## src/rtl/pcm_tx_pkg.sv

```systemverilog
`timescale 1ns/1ps
package pcm_tx_pkg;

    localparam int SLOT_BITS = 8;
    localparam int WORD_W    = 16;

    typedef enum logic [1:0] {
        FMT_COMP   = 2'b00,
        FMT_LINEAR = 2'b01,
        FMT_SIGNAL = 2'b10,
        FMT_COMP_X = 2'b11
    } fmt_e;

    typedef enum logic [1:0] {
        ST_IDLE   = 2'd0,
        ST_LEAD   = 2'd1,
        ST_FIRST  = 2'd2,
        ST_SECOND = 2'd3
    } seq_state_e;

    localparam logic [7:0] ALAW_MASK = 8'h55;

    function automatic logic uses_second(input fmt_e f);
        return (f == FMT_LINEAR) || (f == FMT_SIGNAL);
    endfunction

endpackage

```

## src/rtl/pcm_bit_timer.sv

```systemverilog
`timescale 1ns/1ps
module pcm_bit_timer (
    input  logic clk,
    input  logic rst_n,
    input  logic fsync,
    input  logic half_rate,
    output logic bit_end,
    output logic half_q
);

    logic phase_q;

    always_ff @(posedge clk or negedge rst_n) begin
        if (!rst_n) begin
            phase_q <= 1'b0;
            half_q  <= 1'b0;
        end else if (fsync) begin
            phase_q <= 1'b0;
            half_q  <= half_rate;
        end else if (half_q) begin
            phase_q <= ~phase_q;
        end else begin
            phase_q <= 1'b0;
        end
    end

    assign bit_end = !half_q || phase_q;

    AST_PHASE_ALIGN: assert property (@(posedge clk) disable iff (!rst_n)
        fsync |=> !phase_q);

endmodule

```

## src/rtl/pcm_word_build.sv

```systemverilog
`timescale 1ns/1ps
module pcm_word_build
    import pcm_tx_pkg::*;
(
    input  fmt_e                fmt,
    input  logic                alaw,
    input  logic [WORD_W-1:0]   sample,
    input  logic                det_hook,
    input  logic                det_aux,
    input  logic                fail_flag,
    output logic [WORD_W-1:0]   word
);

    localparam int HALF = WORD_W / 2;

    logic [HALF-1:0] comp_byte;
    logic [HALF-1:0] sig_byte;

    always_comb begin
        comp_byte = sample[HALF-1:0] ^ (alaw ? ALAW_MASK : '0);
        sig_byte  = '0;
        sig_byte[7] = det_hook;
        sig_byte[6] = det_aux;
        sig_byte[2] = fail_flag;
        unique case (fmt)
            FMT_LINEAR: word = sample;
            FMT_SIGNAL: word = {comp_byte, sig_byte};
            default:    word = {comp_byte, {HALF{1'b0}}};
        endcase
    end

endmodule

```

## src/rtl/pcm_slot_seq.sv

```systemverilog
`timescale 1ns/1ps
module pcm_slot_seq
    import pcm_tx_pkg::*;
#(
    parameter int SLOT_W = 5
) (
    input  logic                clk,
    input  logic                rst_n,
    input  logic                fsync,
    input  logic                bit_end,
    input  logic                half_q,
    input  logic [SLOT_W-1:0]   slot_sel,
    input  fmt_e                fmt,
    input  logic                chan_en,
    input  logic [WORD_W-1:0]   word,
    output logic                dout,
    output logic                drive_en
);

    localparam int CNT_W = SLOT_W + 1;
    localparam int BIT_W = $clog2(SLOT_BITS);
    localparam logic [BIT_W-1:0] LAST_BIT = BIT_W'(SLOT_BITS - 1);

    seq_state_e          state_q, state_d;
    logic [SLOT_W-1:0]   slot_q;
    fmt_e                fmt_q;
    logic                en_q;
    logic [CNT_W-1:0]    slot_cnt_q, slot_cnt_d;
    logic [BIT_W-1:0]    bit_cnt_q;
    logic [WORD_W-1:0]   shreg_q;
    logic                last_bit;

    assign last_bit = (bit_cnt_q == LAST_BIT);

    // next-state decision
    always_comb begin
        state_d    = state_q;
        slot_cnt_d = slot_cnt_q;
        if (fsync) begin
            slot_cnt_d = '0;
            state_d    = (slot_sel == '0) ? ST_FIRST : ST_LEAD;
        end else if (bit_end && last_bit) begin
            unique case (state_q)
                ST_IDLE:   state_d = ST_IDLE;
                ST_LEAD: begin
                    slot_cnt_d = slot_cnt_q + 1'b1;
                    if (slot_cnt_d == {1'b0, slot_q})
                        state_d = ST_FIRST;
                end
                ST_FIRST:  state_d = uses_second(fmt_q) ? ST_SECOND : ST_IDLE;
                ST_SECOND: state_d = ST_IDLE;
            endcase
        end
    end

    // state register and datapath
    always_ff @(posedge clk or negedge rst_n) begin
        if (!rst_n) begin
            state_q    <= ST_IDLE;
            slot_q     <= '0;
            fmt_q      <= FMT_COMP;
            en_q       <= 1'b0;
            slot_cnt_q <= '0;
            bit_cnt_q  <= '0;
            shreg_q    <= '0;
        end else begin
            state_q    <= state_d;
            slot_cnt_q <= slot_cnt_d;
            if (fsync) begin
                slot_q    <= slot_sel;
                fmt_q     <= fmt;
                en_q      <= chan_en;
                bit_cnt_q <= '0;
                shreg_q   <= word;
            end else if (bit_end) begin
                bit_cnt_q <= bit_cnt_q + 1'b1;
                if (state_q == ST_FIRST || state_q == ST_SECOND)
                    shreg_q <= {shreg_q[WORD_W-2:0], 1'b0};
            end
        end
    end

    // outputs
    always_comb begin
        drive_en = 1'b0;
        unique case (state_q)
            ST_FIRST:  drive_en = en_q;
            ST_SECOND: drive_en = en_q || (fmt_q == FMT_SIGNAL);
            default:   drive_en = 1'b0;
        endcase
        dout = drive_en & shreg_q[WORD_W-1];
    end

    AST_HALF_HOLD: assert property (@(posedge clk) disable iff (!rst_n)
        (half_q && !bit_end && !fsync) |=> ($stable(dout) && $stable(drive_en)));
    AST_CFG_HOLD: assert property (@(posedge clk) disable iff (!rst_n)
        !fsync |=> ($stable(slot_q) && $stable(fmt_q) && $stable(en_q)));
    AST_NO_SECOND_COMP: assert property (@(posedge clk) disable iff (!rst_n)
        (state_q == ST_SECOND) |-> uses_second(fmt_q));
    AST_SIG_ALWAYS: assert property (@(posedge clk) disable iff (!rst_n)
        (state_q == ST_SECOND && fmt_q == FMT_SIGNAL) |-> drive_en);
    AST_SYNC_START: assert property (@(posedge clk) disable iff (!rst_n)
        (fsync && slot_sel != '0) |=> (state_q == ST_LEAD && !drive_en));

endmodule

```

## src/rtl/pcm_slot_tx.sv

```systemverilog
`timescale 1ns/1ps
module pcm_slot_tx
    import pcm_tx_pkg::*;
#(
    parameter int SLOT_W = 5
) (
    input  logic              clk,
    input  logic              rst_n,
    input  logic              fsync,
    input  logic [SLOT_W-1:0] slot_sel,
    input  logic [1:0]        fmt,
    input  logic              alaw,
    input  logic              half_rate,
    input  logic              chan_en,
    input  logic [15:0]       sample,
    input  logic              det_hook,
    input  logic              det_aux,
    input  logic              fail_flag,
    output logic              dout,
    output logic              drive_en
);

    logic              bit_end;
    logic              half_q;
    logic [WORD_W-1:0] word;
    fmt_e              fmt_in;

    assign fmt_in = fmt_e'(fmt);

    pcm_bit_timer u_timer (
        .clk       (clk),
        .rst_n     (rst_n),
        .fsync     (fsync),
        .half_rate (half_rate),
        .bit_end   (bit_end),
        .half_q    (half_q)
    );

    pcm_word_build u_build (
        .fmt       (fmt_in),
        .alaw      (alaw),
        .sample    (sample),
        .det_hook  (det_hook),
        .det_aux   (det_aux),
        .fail_flag (fail_flag),
        .word      (word)
    );

    pcm_slot_seq #(.SLOT_W(SLOT_W)) u_seq (
        .clk      (clk),
        .rst_n    (rst_n),
        .fsync    (fsync),
        .bit_end  (bit_end),
        .half_q   (half_q),
        .slot_sel (slot_sel),
        .fmt      (fmt_in),
        .chan_en  (chan_en),
        .word     (word),
        .dout     (dout),
        .drive_en (drive_en)
    );

    AST_QUIET_IDLE: assert property (@(posedge clk) disable iff (!rst_n)
        !drive_en |-> !dout);

endmodule

```

## config.mk

```make
export PLATFORM = sky130hd
export DESIGN_NAME = pcm_slot_tx
export DESIGN_NICKNAME = d
export VERILOG_FILES = /design/src/rtl/pcm_tx_pkg.sv /design/src/rtl/pcm_bit_timer.sv /design/src/rtl/pcm_word_build.sv /design/src/rtl/pcm_slot_seq.sv /design/src/rtl/pcm_slot_tx.sv
export SDC_FILE = /design/constraint.sdc
export NUM_CORES = 1
export LEC_CHECK = 0
export ABC_AREA = 1
export BUFFER_PORTS_ARGS = -buffer_cell sky130_fd_sc_hd__clkbuf_2
export CAP_MARGIN = 20
export CORE_ASPECT_RATIO = 0.8
export CORE_MARGIN = 2
export CORE_UTILIZATION = 55
export CTS_CLUSTER_DIAMETER = 60
export CTS_CLUSTER_SIZE = 16
export DETAILED_ROUTE_END_ITERATION = 10
export PLACE_DENSITY = 0.89
export REMOVE_ABC_BUFFERS = 1
export SYNTH_ARGS = -nofsm -noshare
export SYNTH_HDL_FRONTEND = slang
export SYNTH_SLANG_ARGS = --single-unit
```

## constraint.sdc

```tcl
create_clock -name clk -period 2.4 [get_ports clk]
set_clock_uncertainty 0.2 [all_clocks]
set_input_delay 0.48 -clock clk [delete_from_list [all_inputs] [get_ports clk]]
set_output_delay 0.48 -clock clk [all_outputs]
set_load 0.05 [all_outputs]
```

==> flow_summary.json, run 1 <==
{
  "slew_headroom": 0.690,
  "critPathMaxFanout": 4,
  "die_h_um": 59.2,
  "r2r_end": "u_seq.shreg_q[13]$_DFFE_PN0P_",
  "regArea_um2": 926,
  "cp.arrival_ns": 1.56,
  "worst_pin_slew_ns": 0.465,
  "cp-startpoint": "u_seq.state_q[0]$_DFFE_PN0P_",
  "insertion_delay_ns": 0.29,
  "period_needed_ns": 2.24,
  "max_freq_ghz": 0.447,
  "nFillCells": 318,
  "holdCritPathClass": "in2async",
  "final_common_cell": "nand2_1",
  "instances_no_fill": 349,
  "first_pass_iters": 4,
  "drt_iter0_drc": 140,
  "grt_pass1_wl_um": 8000,
  "viasPerCell": 5.47,
  "post-route-worst-setup-slack_ns": 0.161,
  "end_kind": "primary output",
  "place.gp.congestion": 0.966,
  "setup_viol": 0,
  "finalHoldViolCount": 0,
  "r2r_slack_ns": 0.40,
  "drive_above_1_share": 0.197,
  "p_comb_frac": 0.258,
  "antenna_found_initial": 0,
  "synth_cell_types": 28,
  "period_share": 0.933,
  "dpl.hpwl_um": 3620,
  "nets": 345,
  "peakVddDrop_mv": 0.396,
  "status": "complete, no violations",
  "reg2reg_depth": 9,
  "cts_tree": "done",
  "drt-wirelength-per-cell_um": 13.8,
  "ys_seq_area_frac": 0.443,
  "core_area_um2": 3730,
  "drc": 0,
  "cts_sinks": 37,
  "leakagePower_nw": 1.26,
  "switching_share": 0.334,
  "n_antenna_cell": 0,
  "post-place-ws_ns": 0.404,
  "wirelength_um": 4820,
  "power_density_nw_per_um2": 710,
  "multiInputGateArea_um2": 1010,
  "grt_setup_unrepaired": "no",
  "cts_setup_buffers": 0,
  "grt_use_total": 0.243,
  "h-tree-depth": 2,
  "syn_avg_cell_area_um2": 7.86,
  "num_vias": 1910,
  "gr-total-overflow": 0,
  "num_rows": 20,
  "placed_cells": 341,
  "cts_buffers": 5,
  "power_switching_mw": 0.571,
  "power.internal_mw": 1.14,
  "ys.warnings.count": 0,
  "crit_required_ns": 1.72,
  "clk_path_buf_depth": 2,
  "initial_core_util": 0.561,
  "syn_area_um2": 2090,
  "synth_top_area_share": 0.443,
  "p_clk_frac": 0.283,
  "final_cell_mix": "79 x nand2_1, 37 x dfrtp_1, 32 x clkbuf_2",
  "root_buffer": "clkbuf_8",
  "fp.dieW_um": 73.0,
  "crit_path_start_kind": "flop",
  "ios": 34,
  "die_area_um2": 4320,
  "port_buffers": 33,
  "grt_max_degree": 38,
  "drv_slew": 0,
  "crit_type": "reg2out",
  "antenna_left": 0,
  "yosys.area.top_type": "dfrtp_1",
  "synth_area_leaders": "dfrtp_1 44%, nand2_1 14%, nand3_1 6.2%",
  "ys_ff_latch": 37,
  "max_cap_viol_count": 0,
  "grt_pass1_vias": 1731,
  "synthToLayoutAreaGrowth_pct": 15.3,
  "clkSlewWorstSetupHoldPaths_ns": 0.07,
  "syn_inst": 266,
  "r2r-start": "u_seq.state_q[0]$_DFFE_PN0P_",
  "seqPwrFrac": 0.459
}
## power by group through the flow
stage	sequential, mW	combinational, mW	clock [mW]
2_1_floorplan	0.775	0.303	0
3_3_place_gp	0.788	0.422	0
3_5_place_dp	0.794	0.438	0
4_1_cts	0.784	0.441	0.489
5_1_grt	0.795	0.501	0.518
6_report	0.785	0.442	0.485
## cells by family after synthesis
group	after synthesis	synth area share
AO/OA/AOI/OAI	48	0.142
XOR/XNOR	3	0.0126
adder cells (fa/ha/maj)	9	0.0538
buffers and inverters	39	0.0760
flip-flops	37	0.443
AND/OR/NAND/NOR	130	0.273
## worst max-delay path, cell delays in order (launching register included)
cell and delay (ns):
dfrtp_1 0.42, inv_1 0.08, ha_1 0.21, o21ai_0 0.11, a21boi_0 0.16, buf_2 0.28
## through the flow
step | area, µm² | setup TNS, ns | total power [mW] | util | hold WS (ns)
5_1_grt | 2410 | 0 | 1.81 | 0.647 | 0.0582
4_1_cts | 2410 | 0 | 1.71 | 0.647 | 0.0359
3_3_place_gp | 2310 | 0 | 1.21 | 0.620 | 0.255
3_5_place_dp | 2310 | 0 | 1.23 | 0.620 | 0.267
6_report | 2410 | 0 | 1.71 | 0.647 | 0.0134
2_1_floorplan | 2050 | -0.137 | 1.08 | - | -0.0156
## routing by layer
| metal | track usage | routed length (µm) | up-vias |
|---|---|---|---|
| li1 | - | - | 957 |
| met1 | 0.363 | 2270 | 865 |
| met2 | 0.348 | 2170 | 76 |
| met3 | 0.0629 | 302 | 12 |
| met4 | 0.0741 | 73 | 0 |
| met5 | 0 | 0 | - |
## area by class of cell
class                      instances  share of cell area
multi-input combinational        190               0.418
clock buffer                       7              0.0399
clock inverter                     1             0.00207
inverter                          32              0.0498
tap                               44              0.0228
sequential                        37               0.384
timing repair buffer              38              0.0840
## how the worst max path moves through the flow
stage | end | slack (ns)
2_1_floorplan | dout | -0.14
3_3_place_gp | u_seq.shreg_q[9]$_DFFE_PN0P_ | 0.46
3_5_place_dp | u_seq.shreg_q[9]$_DFFE_PN0P_ | 0.40
4_1_cts | dout | 0.14
5_1_grt | dout | 0.002
6_report | dout | 0.16
## what timing repair did
item / in CTS / in global routing
hold buffers: 0 / 0
setup endpoints to repair: 0 / 1
resized for setup: 0 / 1
## sequential cells by signal (all words and copies together), names as in the netlist
| signal | count |
|---|---|
| u_timer.half_q | 1 |
| u_seq.en_q | 1 |
| u_seq.slot_q | 5 |
| u_seq.shreg_q | 16 |
| u_seq.bit_cnt_q | 3 |
| u_timer.phase_q | 1 |
| u_seq.slot_cnt_q | 6 |
| u_seq.fmt_q | 2 |
| u_seq.state_q | 2 |
## synth_stat cells
| master | instances |
|---|---|
| o21ai_0 | 18 |
| inv_1 | 27 |
| clkbuf_1 | 1 |
| ha_1 | 9 |
| nor2_1 | 11 |
| a21oi_1 | 5 |
| a22oi_1 | 1 |
| nor4_1 | 1 |
| a22o_1 | 4 |
| buf_2 | 4 |
| nor2_2 | 4 |
| nand2_1 | 79 |
| nor2_4 | 3 |
| a32oi_1 | 3 |
| o21a_1 | 1 |
| a21boi_0 | 1 |
| dfrtp_1 | 37 |
| nand3_1 | 26 |
| o211ai_1 | 6 |
| o22ai_1 | 3 |
| buf_4 | 2 |
| o21ai_1 | 4 |
| nand4_1 | 4 |
| xnor2_1 | 3 |
| a221oi_1 | 1 |
| a31oi_1 | 1 |
| inv_2 | 5 |
| nand2_2 | 2 |
(Power assumes the default switching activity.)
==> run 2: changes to the inputs <==
--- a/config.mk
+++ b/config.mk
@@ -7,13 +7,14 @@
 export LEC_CHECK = 0
 export ABC_AREA = 1
 export BUFFER_PORTS_ARGS = -buffer_cell sky130_fd_sc_hd__clkbuf_2
-export CAP_MARGIN = 20
+export CAP_MARGIN = 15
 export CORE_ASPECT_RATIO = 0.8
 export CORE_MARGIN = 2
 export CORE_UTILIZATION = 55
 export CTS_CLUSTER_DIAMETER = 60
 export CTS_CLUSTER_SIZE = 16
 export DETAILED_ROUTE_END_ITERATION = 10
+export GPL_TIMING_DRIVEN = 0
 export PLACE_DENSITY = 0.89
 export REMOVE_ABC_BUFFERS = 1
 export SYNTH_ARGS = -nofsm -noshare
==> run 2 against run 1 <==
Net effect:
- sequential power down 0.5%
- sequential cell count unchanged
- cell area down 2.3%
- highest routed layer unchanged
- cell count down 1.4%
- worst hold slack better by 0.075 ns
- sequential share of layout area up 0.92 points
- clock power down 13%
- largest power group unchanged
- largest cell class unchanged
- first-iteration DRC count down 29%
- maximum frequency up 0.37%
- total power down 4.7%
- via count down 0.73%
- wire length down 5.6%
==> flow_summary.json, run 2 (synthesis gave the netlist of run 1 again) <==
{
  "end_kind": "primary output",
  "largest_reg_flops": 16,
  "port_buffers": 33,
  "num_vias": 1896,
  "finalInstanceArea_um2": 2360,
  "crit_type": "reg2out",
  "first_pass_iters": 4,
  "place.gp.congestion": 0.872,
  "switching_share": 0.342,
  "wirelength_um": 4540,
  "drt-wirelength-per-cell_um": 13.2,
  "h-tree-depth": 2,
  "reg2reg_depth": 8,
  "use_met2": 0.347,
  "status": "complete, no violations",
  "grt_pass1_vias": 1736,
  "n_antenna_cell": 0,
  "drv_slew": 0,
  "synthToLayoutAreaGrowth_pct": 12.6,
  "max_cap_viol_count": 0,
  "critPathMaxFanout": 4,
  "nFillCells": 329,
  "seqPwrFrac": 0.479,
  "nets": 340,
  "top_register": "u_seq.shreg_q",
  "grt_use_total": 0.241,
  "finalHoldViolCount": 0,
  "r2r-start": "u_seq.state_q[0]$_DFFE_PN0P_",
  "viasPerCell": 5.51,
  "ios": 34,
  "dpl.hpwl_um": 3240,
  "peakVddDrop_mv": 0.528,
  "placed_cell_area_um2": 2270,
  "power_mw": 1.63,
  "period_share": 0.929,
  "die_area_um2": 4320,
  "cp-startpoint": "u_seq.state_q[0]$_DFFE_PN0P_",
  "cp-endpoint": "dout",
  "drc": 0,
  "clkSlewWorstSetupHoldPaths_ns": 0.07,
  "max_freq_ghz": 0.448,
  "power_density_nw_per_um2": 692,
  "root_buffer": "clkbuf_8",
  "die_h_um": 59.2,
  "r2r_end": "u_seq.shreg_q[12]$_DFFE_PN0P_",
  "power.internal_mw": 1.07,
  "grt_pass1_wl_um": 7890,
  "antenna_found_initial": 0,
  "grtUsageMet3": 0.0476,
  "grt_max_degree": 38,
  "grt_setup_unrepaired": "no",
  "num_rows": 20,
  "drt_iter0_drc": 100,
  "cts_buffers": 5,
  "r2r_slack_ns": 0.33,
  "antenna_left": 0,
  "setup_viol": 0,
  "drive_above_1_share": 0.180,
  "p_comb_frac": 0.261,
  "power_switching_mw": 0.559,
  "final_cell_mix": "79 x nand2_1, 37 x dfrtp_1, 33 x clkbuf_2",
  "cts_sinks": 37,
  "clk_path_buf_depth": 2,
  "crit_path_start_kind": "flop",
  "p_clk_frac": 0.260,
  "final_common_cell": "nand2_1",
  "initial_core_util": 0.561,
  "core_area_um2": 3730,
  "top_usage_layer": "met1",
  "cts_tree": "done",
  "worst_pin_slew_ns": 0.889,
  "cts_hold_buf": 0,
  "slew_headroom": 0.407,
  "use_met1": 0.351,
  "crit_required_ns": 1.72,
  "period_needed_ns": 2.23,
  "cp.arrival_ns": 1.55,
  "holdCritPathClass": "in2async",
  "gr-total-overflow": 0,
  "top_regs": "u_seq.shreg_q x16, u_seq.slot_cnt_q x6, u_seq.slot_q x5",
  "leakagePower_nw": 1.22,
  "insertion_delay_ns": 0.30,
  "fp.dieW_um": 73.0
}
## run 2: changes by cell type in the layout (fill, tap and decap cells not counted)
| cell | change |
|---|---|
| clkbuf_2 | +1 |
| clkbuf_1 | +1 |
| clkinv_2 | +1 |
| o21ai_0 | -1 |
| buf_2 | -1 |
| o21ai_1 | +1 |
| buf_4 | -5 |
| clkbuf_8 | -2 |
## run 2: routing by layer
metal,up-vias,wire (µm)
met2,57,2080
met1,883,2120
met3,5,278
li1,951,-
met5,-,0
met4,0,65
## run 2: critical path, stage by stage (launching register included)
cell and delay, ns:
dfrtp_1 0.42, inv_1 0.07, ha_1 0.21, o21ai_1 0.09
a21boi_0 0.17, clkbuf_2 0.30
## run 2: layout make-up
class | count | area [µm²] | share of cell area
Multi-Input combinational cell | 190 | 1010 | 0.428
Inverter | 32 | 120 | 0.0510
Timing Repair Buffer | 33 | 165 | 0.0701
Sequential cell | 37 | 926 | 0.393
Tap cell | 44 | 55.1 | 0.0234
Clock inverter | 2 | 10.0 | 0.00425
Clock buffer | 6 | 72.6 | 0.0308
## run 2: worst min path at each step
stage | start | end | cells past startpoint
floorplan | rst_n | u_seq.bit_cnt_q[0]$_DFFE_PN0N_ | 0
global placement | u_seq.en_q$_DFFE_PN0P_ | u_seq.en_q$_DFFE_PN0P_ | 2
detailed placement | u_seq.shreg_q[9]$_DFFE_PN0P_ | u_seq.shreg_q[9]$_DFFE_PN0P_ | 2
CTS | rst_n | u_seq.shreg_q[3]$_DFFE_PN0P_ | 1
global route | rst_n | u_seq.shreg_q[5]$_DFFE_PN0P_ | 1
finish | rst_n | u_seq.shreg_q[5]$_DFFE_PN0P_ | 1
## run 2: power groups by stage
stage | clock network (mW) | logic [mW] | registers, mW
6_report | 0.424 | 0.426 | 0.781
5_1_grt | 0.458 | 0.482 | 0.792
4_1_cts | 0.434 | 0.425 | 0.780
3_5_place_dp | 0 | 0.418 | 0.789
3_3_place_gp | 0 | 0.409 | 0.785
2_1_floorplan | 0 | 0.303 | 0.775
## run 2: stage by stage
step / hold WS (ns) / TNS [ns] / worst slack (ns) / cells / util
floorplan: -0.0156 / -0.137 / -0.137 / 259 / -
global placement: 0.253 / 0 / 0.147 / 336 / 0.610
detailed placement: 0.268 / 0 / 0.122 / 336 / 0.610
CTS: 0.129 / 0 / 0.132 / 344 / 0.632
global route: 0.168 / 0 / 0.0415 / 344 / 0.632
finish: 0.0888 / 0 / 0.169 / 344 / 0.632
## run 2: repair_timing
| item | in CTS | in global routing |
|---|---|---|
| endpoints found under the setup margin | 0 | 1 |
| hold endpoints to repair | 0 | 0 |
| gates resized for setup | 0 | 1 |
| setup buffers | 0 | 0 |
==> run 3: changes to the inputs <==
--- a/config.mk
+++ b/config.mk
@@ -15,7 +15,7 @@
 export CTS_CLUSTER_SIZE = 16
 export DETAILED_ROUTE_END_ITERATION = 10
 export GPL_TIMING_DRIVEN = 0
-export PLACE_DENSITY = 0.89
+export PLACE_DENSITY = 0.87
 export REMOVE_ABC_BUFFERS = 1
 export SYNTH_ARGS = -nofsm -noshare
 export SYNTH_HDL_FRONTEND = slang
==> constraint.sdc (replaced) <==
create_clock -name clk -period 2.2 [get_ports clk]
set_clock_uncertainty 0.2 [all_clocks]
set_input_delay 0.44 -clock clk [delete_from_list [all_inputs] [get_ports clk]]
set_output_delay 0.44 -clock clk [all_outputs]
set_load 0.05 [all_outputs]
==> run 3 against run 2 <==
Net effect:
- via count fell by 3.0%
- worst hold slack got worse by 0.014 ns
- wire length fell by 0.64%
- total power rose by 9.9%
- die area did not move
- sequential share of layout area fell by 0.10 points
- global-route usage fell by 0.92 points
- cell count fell by 0.29%
- largest cell class unchanged
- highest routed layer unchanged
==> flow_summary.json, run 3 (synthesis gave the netlist of run 1 again) <==
{
  "period_needed_ns": 2.06,
  "crit_path_start_kind": "flop",
  "critPathMaxFanout": 18,
  "power_density_nw_per_um2": 759,
  "cts_buffers": 5,
  "status": "complete, no violations",
  "holdCritPathClass": "in2async",
  "root_buffer": "clkbuf_8",
  "cp_slowest_cell": "dfrtp_1",
  "grt_pass1_vias": 1729,
  "cp_cell_sequence": "inv_1 > ha_1 > nor2_1 > nor2_4 > nor2_4 > inv_2 > o211ai_1 > o21ai_0",
  "initial_core_util": 0.561,
  "grt_use_total": 0.232,
  "finalHoldViolCount": 0,
  "max_freq_ghz": 0.486,
  "post-route-worst-setup-slack_ns": 0.144,
  "drv_slew": 0,
  "ios": 34,
  "h-tree-depth": 2,
  "cpPeakStageDelay_ns": 0.40,
  "clkSlewWorstSetupHoldPaths_ns": 0.07,
  "core_area_um2": 3730,
  "port_buffers": 33,
  "grt_pass1_wl_um": 7600,
  "fin_util": 0.634,
  "cts_setup_buffers": 0,
  "num_vias": 1839,
  "die_h_um": 59.2,
  "drive_above_1_share": 0.177,
  "crit_type": "reg2reg",
  "drc": 0,
  "slew_headroom": 0.389,
  "period_share": 0.935,
  "antenna_left": 0,
  "grt_setup_unrepaired": "no",
  "setup_viol": 0,
  "num_rows": 20,
  "grt_max_degree": 38,
  "final_common_cell": "nand2_1",
  "final_cell_mix": "79 x nand2_1, 37 x dfrtp_1, 31 x clkbuf_2",
  "end_kind": "flop",
  "antenna_found_initial": 0,
  "drt-wirelength-per-cell_um": 13.2,
  "cts_tree": "done",
  "peakVddDrop_mv": 0.577,
  "cp.arrival_ns": 2.01,
  "crit_required_ns": 2.16,
  "top_register": "u_seq.shreg_q",
  "top_regs": "u_seq.shreg_q x16, u_seq.slot_cnt_q x6, u_seq.slot_q x5",
  "die_area_um2": 4320,
  "leakagePower_nw": 1.22,
  "largest_reg_flops": 16,
  "first_pass_iters": 4,
  "dpl.hpwl_um": 3230,
  "worst_pin_slew_ns": 0.917,
  "clk_path_buf_depth": 2,
  "viasPerCell": 5.36,
  "cts_hold_buf": 0,
  "crit_top_cell": "nor2_4",
  "cts_sinks": 37,
  "nets": 340,
  "drt_iter0_drc": 173,
  "wirelength_um": 4510,
  "fp.dieW_um": 73.0,
  "place.gp.congestion": 0.867,
  "max_cap_viol_count": 0,
  "synthToLayoutAreaGrowth_pct": 12.9,
  "insertion_delay_ns": 0.29,
  "n_antenna_cell": 0,
  "gr-total-overflow": 0,
  "post-place-ws_ns": -0.0293
}
run 3: worst paths after layout:
path	from	to	depth (start not counted)	slack (ns)
max reg2reg	u_seq.state_q[0]$_DFFE_PN0P_	u_seq.shreg_q[8]$_DFFE_PN0P_	8	0.14
min in group clk	half_rate	u_timer.half_q$_DFFE_PN0P_	3	0.16
max in group asynchronous	rst_n	u_seq.shreg_q[14]$_DFFE_PN0P_	1	1.15
max	u_seq.state_q[0]$_DFFE_PN0P_	u_seq.shreg_q[8]$_DFFE_PN0P_	8	0.14
min	rst_n	u_seq.shreg_q[5]$_DFFE_PN0P_	1	0.07
min reg2reg	u_seq.shreg_q[10]$_DFFE_PN0P_	u_seq.shreg_q[10]$_DFFE_PN0P_	2	0.29
run 3: worst max-delay path: cells and delay by family (launching register included):
kind                       cells  cell delay, ns
adders and majority gates      1            0.23
DFF                            1            0.40
and+or+nand+nor                3            0.64
AOI/OAI and AO/OA              2            0.26
buffers and inverters          2            0.20
run 3: power by group:
part	switching, mW	total (mW)	internal, mW	leakage [nW]
Clock	0.226	0.475	0.248	0.0443
Combinational	0.301	0.467	0.167	0.702
Sequential	0.0633	0.850	0.787	0.478
Total	0.590	1.79	1.20	1.22
run 3: metal layers:
layer | vias up | part of all wire | track usage
li1 | 949 | - | -
met5 | - | 0 | 0
met4 | 0 | 0.014 | 0.0794
met3 | 7 | 0.043 | 0.0510
met1 | 843 | 0.49 | 0.334
met2 | 40 | 0.45 | 0.348
run 3: final cells by class:
type,count,area (µm²)
clock buffer,7,86.3
fill,306,1370
inverter,32,120
multi-input combinational,190,1010
sequential,37,926
tap,44,55.1
timing repair buffer,33,168
run 3: timing repair:
| action | in CTS | in global routing |
|---|---|---|
| endpoints found under the hold margin | 0 | 0 |
| gates resized for setup | 1 | 4 |
| setup endpoints to repair | 1 | 2 |
run 3: stage by stage:
stage | cell area (µm²) | hold slack (ns) | power, mW | instances | setup TNS (ns)
4_1_cts | 2360 | 0.110 | 1.80 | 343 | 0
6_report | 2360 | 0.0747 | 1.79 | 343 | 0
3_3_place_gp | 2270 | 0.253 | 1.30 | 336 | -0.0163
3_5_place_dp | 2270 | 0.260 | 1.32 | 336 | -0.0748
5_1_grt | 2360 | 0.152 | 1.91 | 343 | 0
2_1_floorplan | 2050 | -0.0556 | 1.18 | 259 | -0.297
